### src/rtl/pk_pkg.sv
package pk_pkg;

    localparam int PK_DATA_W  = 64;
    localparam int PK_SCALE_W = 5;
    localparam int PK_HALF_W  = 16;
    localparam int PK_WORD_W  = 32;
    localparam int PK_FRAC_H  = 7;   // binary point, halfword-to-byte
    localparam int PK_FRAC_WB = 23;  // binary point, word-to-byte
    localparam int PK_FRAC_WF = 16;  // binary point, word-to-fixed

    typedef enum logic [1:0] {
        PK_H_TO_U8   = 2'b00,
        PK_W_MERGE   = 2'b01,
        PK_W_TO_FIX  = 2'b10,
        PK_RESERVED  = 2'b11
    } pk_mode_e;

    typedef struct packed {
        logic [7:0]  u8;
        logic [15:0] fx;
    } pk_word_res_t;

    function automatic logic [7:0] pk_clamp_u8(input logic neg, input logic big,
                                                input logic [7:0] low);
        if (neg)      return 8'h00;
        else if (big) return 8'hFF;
        else          return low;
    endfunction

endpackage

### src/rtl/pk_lane_half.sv
module pk_lane_half
    import pk_pkg::*;
#(
    parameter int IN_W = PK_HALF_W,
    parameter int SH_W = PK_SCALE_W - 1,
    parameter int FRAC = PK_FRAC_H
) (
    input  logic [IN_W-1:0] lane,
    input  logic [SH_W-1:0] shamt,
    output logic [7:0]      packed_byte
);
    localparam int WIDE = IN_W + (1 << SH_W) - 1;

    logic signed [WIDE-1:0] ext;
    logic signed [WIDE-1:0] scaled;
    logic signed [WIDE-1:0] shr;

    always_comb begin
        ext         = {{(WIDE-IN_W){lane[IN_W-1]}}, lane};
        scaled      = ext <<< shamt;
        shr         = scaled >>> FRAC;
        packed_byte = pk_clamp_u8(shr[WIDE-1], |shr[WIDE-2:8], shr[7:0]);
    end
endmodule

### src/rtl/pk_lane_word.sv
module pk_lane_word
    import pk_pkg::*;
#(
    parameter int IN_W   = PK_WORD_W,
    parameter int SH_W   = PK_SCALE_W,
    parameter int FRAC_B = PK_FRAC_WB,
    parameter int FRAC_F = PK_FRAC_WF
) (
    input  logic [IN_W-1:0] lane,
    input  logic [SH_W-1:0] shamt,
    output pk_word_res_t    res
);
    localparam int WIDE = IN_W + (1 << SH_W) - 1;

    logic signed [WIDE-1:0] ext;
    logic signed [WIDE-1:0] scaled;
    logic signed [WIDE-1:0] shb;
    logic signed [WIDE-1:0] shf;
    logic                   fneg;

    always_comb begin
        ext    = {{(WIDE-IN_W){lane[IN_W-1]}}, lane};
        scaled = ext <<< shamt;
        shb    = scaled >>> FRAC_B;
        shf    = scaled >>> FRAC_F;
        res.u8 = pk_clamp_u8(shb[WIDE-1], |shb[WIDE-2:8], shb[7:0]);
        fneg   = shf[WIDE-1];
        if (fneg && !(&shf[WIDE-2:15]))
            res.fx = 16'h8000;
        else if (!fneg && (|shf[WIDE-2:15]))
            res.fx = 16'h7FFF;
        else
            res.fx = shf[15:0];
    end
endmodule

### src/rtl/simd_pack_sat.sv
module simd_pack_sat
    import pk_pkg::*;
#(
    parameter int DATA_W  = PK_DATA_W,
    parameter int SCALE_W = PK_SCALE_W
) (
    input  logic              clk,
    input  logic              rst,
    input  logic              in_valid,
    input  logic [1:0]        mode,
    input  logic [SCALE_W-1:0] scale,
    input  logic [DATA_W-1:0] pack_src,
    input  logic [DATA_W-1:0] merge_base,
    output logic              out_valid,
    output logic [DATA_W-1:0] result
);
    localparam int N_H  = DATA_W / PK_HALF_W;
    localparam int N_W  = DATA_W / PK_WORD_W;
    localparam int HALF = DATA_W / 2;

    logic [7:0]    hbyte [N_H];
    pk_word_res_t  wres  [N_W];
    logic [DATA_W-1:0] nxt;

    for (genvar h = 0; h < N_H; h++) begin : g_half
        pk_lane_half u_lane (
            .lane        (pack_src[DATA_W-1-PK_HALF_W*h -: PK_HALF_W]),
            .shamt       (scale[SCALE_W-2:0]),
            .packed_byte (hbyte[h])
        );
    end

    for (genvar w = 0; w < N_W; w++) begin : g_word
        pk_lane_word u_lane (
            .lane  (pack_src[DATA_W-1-PK_WORD_W*w -: PK_WORD_W]),
            .shamt (scale),
            .res   (wres[w])
        );
    end

    always_comb begin
        nxt = '0;
        unique case (pk_mode_e'(mode))
            PK_H_TO_U8: begin
                for (int h = 0; h < N_H; h++)
                    nxt[HALF-1-8*h -: 8] = hbyte[h];
            end
            PK_W_MERGE: begin
                for (int w = 0; w < N_W; w++)
                    nxt[DATA_W-1-PK_WORD_W*w -: PK_WORD_W] =
                        {merge_base[DATA_W-1-PK_WORD_W*w-8 -: PK_WORD_W-8], wres[w].u8};
            end
            PK_W_TO_FIX: begin
                for (int w = 0; w < N_W; w++)
                    nxt[HALF-1-16*w -: 16] = wres[w].fx;
            end
            default: nxt = '0;
        endcase
    end

    always_ff @(posedge clk) begin
        if (rst) begin
            out_valid <= 1'b0;
            result    <= '0;
        end else begin
            out_valid <= in_valid;
            if (in_valid)
                result <= nxt;
        end
    end
endmodule

### config.mk
export PLATFORM = sky130hd
export DESIGN_NAME = simd_pack_sat
export DESIGN_NICKNAME = d
export VERILOG_FILES = /design/src/rtl/pk_pkg.sv /design/src/rtl/pk_lane_half.sv /design/src/rtl/pk_lane_word.sv /design/src/rtl/simd_pack_sat.sv
export SDC_FILE = /design/constraint.sdc
export NUM_CORES = 1
export LEC_CHECK = 0
export BUFFER_PORTS_ARGS = -buffer_cell sky130_fd_sc_hd__buf_2
export CORE_UTILIZATION = 50
export CTS_CLUSTER_SIZE = 40
export DETAILED_ROUTE_END_ITERATION = 12
export PLACE_DENSITY = 0.77
export SLEW_MARGIN = 25
export SYNTH_ARGS = -nofsm -noshare
export SYNTH_HDL_FRONTEND = slang
export SYNTH_SLANG_ARGS = --single-unit
### constraint.sdc
create_clock -name clk -period 3.15 [get_ports clk]
set_input_delay 0.315 -clock clk [delete_from_list [all_inputs] [get_ports clk]]
set_output_delay 0.315 -clock clk [all_outputs]
set_load 0.1 [all_outputs]
==> results.sh <==
export IMPL_status="finished, final reports clean"
export IMPL_drt_wl_total_um=45200
export IMPL_synth_flop_cell="dfxtp_1"
export IMPL_synth_distinct_cells=74
export IMPL_synth_fa_ha_area_share_pct=0
export IMPL_met2_usage_pct=72.5
export IMPL_yosysWarnings=0
export IMPL_syn_instance_count=1236
export IMPL_synthMuxAreaShare_pct=31.3
export IMPL_clk_latency_ns=0.34
export IMPL_gr_max_usage_layer="met2"
export IMPL_whs_ns=0.248
export IMPL_worst_slew_pin_slew_ns=0.779
export IMPL_num_rows=50
export IMPL_grt_pass1_vias=12100
export IMPL_finalCriticalPeriod_ns=3.12
export IMPL_start_util_pct=51.5
export IMPL_grt_pass1_wl_um=68600
export IMPL_worstPathRequired_ns=3.39
export IMPL_rsz0062_at_grt="true"
export IMPL_utilization_pct=71.5
export IMPL_drt_iter0_drc=1418
export IMPL_ir_drop_mv=0.281
export IMPL_setup_ws_ns=0.0293
export IMPL_cpMaxStageDelayCell="or4_4"
export IMPL_num_nets_final=1761
export IMPL_grt_use_total_pct=44.4
export IMPL_grtUsageMet3_pct=8.47
export IMPL_final_hold_viol_count=0
export IMPL_hold_buffers=0
export IMPL_final_cells=1888
export IMPL_crit_type="in -> reg"
export IMPL_fin_area_um2=13500
export IMPL_period_share_pct=99.1
export IMPL_ctsLongestPathBuffers=2
export IMPL_synth_seq_area_share_pct=13.4
export IMPL_slew_limit_headroom_pct=47.6
export IMPL_syn_avg_cell_area_um2=7.85
export IMPL_cpPeakStageDelay_ns=0.55
export IMPL_gr_usage_met1_pct=53.9
export IMPL_postRouteAntennaNets=0
export IMPL_design_die_area_um2=20000
export IMPL_power_density_nw_per_um2=312
export IMPL_synth_seq_cells=65
export IMPL_slew_viol_final=0
export IMPL_die_y_um=141
export IMPL_syn_cell_area_um2=9700
export IMPL_clkTransAtPathRegs_ns=0.05
export IMPL_drv_cap=0
export IMPL_post_drt_wl_per_cell_um=23.9
export IMPL_gp_congestion=1.12
export IMPL_dp_cells=1864
export IMPL_cp_cell_sequence="buf_16 -> buf_12 -> buf_4 -> mux4_2 -> mux2i_1 -> a221oi_1 -> a221oi_1 -> or4_4 -> o41ai_4 -> buf_4 -> o21ai_0 -> a221oi_1"
export IMPL_synth_edf_count=0
export IMPL_vias=12800
export IMPL_synth_xor_area_share_pct=0
export IMPL_r2r_slack_ns=1.95
export IMPL_crit_path_end_kind="flop"
export IMPL_tritoncts="yes"
export IMPL_gr_total_overflow=0
export IMPL_setup_viol_count_final=0
export IMPL_antenna_cells=0
export IMPL_dp_hpwl_um=34800
export IMPL_ys_async_sr_fraction_pct=0
export IMPL_antenna_found_initial=0
export IMPL_arrival_ns=3.36
export IMPL_static_leakage_power_nw=5.83
export IMPL_fin_skew_ns=0
export IMPL_crit_top_cell="a221oi_1"
export IMPL_synthSimpleGateAreaFrac_pct=20.6
export IMPL_synth_top_family_by_area="multiplexers"
export IMPL_synth_compound_area_share_pct=27.7
export IMPL_layout_drive_gt1_share_pct=40.1
export IMPL_cp_max_fo=20
export IMPL_first_pass_iters=6
export IMPL_placed_area_um2=12800
export IMPL_fmax_mhz=320
export IMPL_drcViolationCount=0
export IMPL_hp_class="in -> reg"
export IMPL_dp_slack_ns=-0.418
export IMPL_io_pins=203
export IMPL_core_um2=18800
export IMPL_die_w_um=141
export IMPL_cts_made_buffers=9
export IMPL_clockRootBuffer="clkbuf_16"
export IMPL_h_tree_depth=3
export IMPL_finalSetupTns_ns=0
export IMPL_synthesis_nets=1374
export IMPL_syn_to_final_growth_pct=38.8
export IMPL_crit_path_start_kind="primary input"
export IMPL_power_total_mw=4.20
export IMPL_cts_sinks=65
export IMPL_vias_per_cell=6.80
export IMPL_grt_max_degree=51
export IMPL_port_buffers=186
## worst max-delay path, delay by kind of cell
family          cells  cell delay (ns)
compound gates      5             1.30
buf+inv             4             0.69
mux                 2             0.49
simple gates        1             0.55
## sequential cells by signal, indices dropped and copies added (netlist names)
name and count:
out_valid 1, result 64
## synth_stat cells, types with 5 or more instances
library cell | instances | area, µm²
a2111oi_0 | 10 | 87.6
a211oi_1 | 17 | 128
a21o_1 | 11 | 82.6
a21oi_1 | 92 | 460
a221oi_1 | 45 | 394
a222oi_1 | 11 | 110
a22oi_1 | 6 | 45.0
a31oi_1 | 15 | 93.8
and2_1 | 11 | 68.8
and3_1 | 7 | 43.8
buf_1 | 15 | 56.3
buf_2 | 24 | 120
buf_4 | 10 | 75.1
buf_6 | 6 | 67.6
clkbuf_1 | 60 | 225
dfxtp_1 | 65 | 1300
inv_1 | 11 | 41.3
mux2_2 | 33 | 372
mux2i_1 | 105 | 1050
mux4_1 | 9 | 236
mux4_2 | 60 | 1350
nand2_1 | 173 | 649
nand2b_1 | 5 | 31.3
nand3_1 | 52 | 260
nand3b_1 | 6 | 45.0
nand4_1 | 5 | 31.3
nor2_1 | 102 | 383
nor2b_1 | 20 | 125
nor3_1 | 18 | 90.1
nor4_1 | 11 | 68.8
o211ai_1 | 9 | 67.6
o21ai_0 | 83 | 415
o22a_1 | 7 | 61.3
o22ai_1 | 27 | 169
o31ai_1 | 5 | 37.5
or3_1 | 7 | 43.8
## power by group
group	switching (mW)	internal (mW)
Combinational	1.39	1.02
Sequential	0.0180	0.853
Clock	0.366	0.550
## cell families (layout without fill, tap and decap cells)
kind of cell,after synthesis,count (layout)
AND/OR/NAND/NOR,435,435
flip-flops,65,65
multiplexers,209,209
AO/OA/AOI/OAI,395,395
buffers and inverters,132,524
## area by class of cell
cell class,count,area [µm²]
timing repair buffer,495,3560
fill,1525,5370
multi-input combinational,1039,7950
tap,260,325
clock buffer,11,243
inverter,13,53.8
sequential,65,1300
clock inverter,5,31.3
## path summary, 6_finish.rpt
path,endpoint,start,cells past startpoint
worst max-delay path,result[19]$_SDFFE_PP0P_,scale[0],12
worst min-delay path,result[47]$_SDFFE_PP0P_,merge_base[39],3
worst max register to register,result[1]$_SDFFE_PP0P_,result[1]$_SDFFE_PP0P_,3
worst min register to register,result[32]$_SDFFE_PP0P_,result[32]$_SDFFE_PP0P_,2
## routing by layer
layer	vias to the layer above	part of all wire (%)
met5	-	0
met2	900	46
li1	5627	-
met1	6076	37
met3	229	8.9
met4	0	7.6
## what timing repair did
action                                  CTS  global route
resized for setup                         4            68
cloned                                    0             4
pin swaps                                 0            24
endpoints found under the setup margin    6            39
setup buffers                             0             4
## placed cells by master (no fill, tap or decap), types with 40 or more instances in the layout
cell	instances
nand3_1	51
o21ai_0	68
nor2_1	101
mux4_2	60
a21oi_1	90
buf_4	289
buf_2	182
nand2_1	172
mux2i_1	94
a221oi_1	40
dfxtp_1	65
Note: power is estimated with default switching activity, not from simulation.
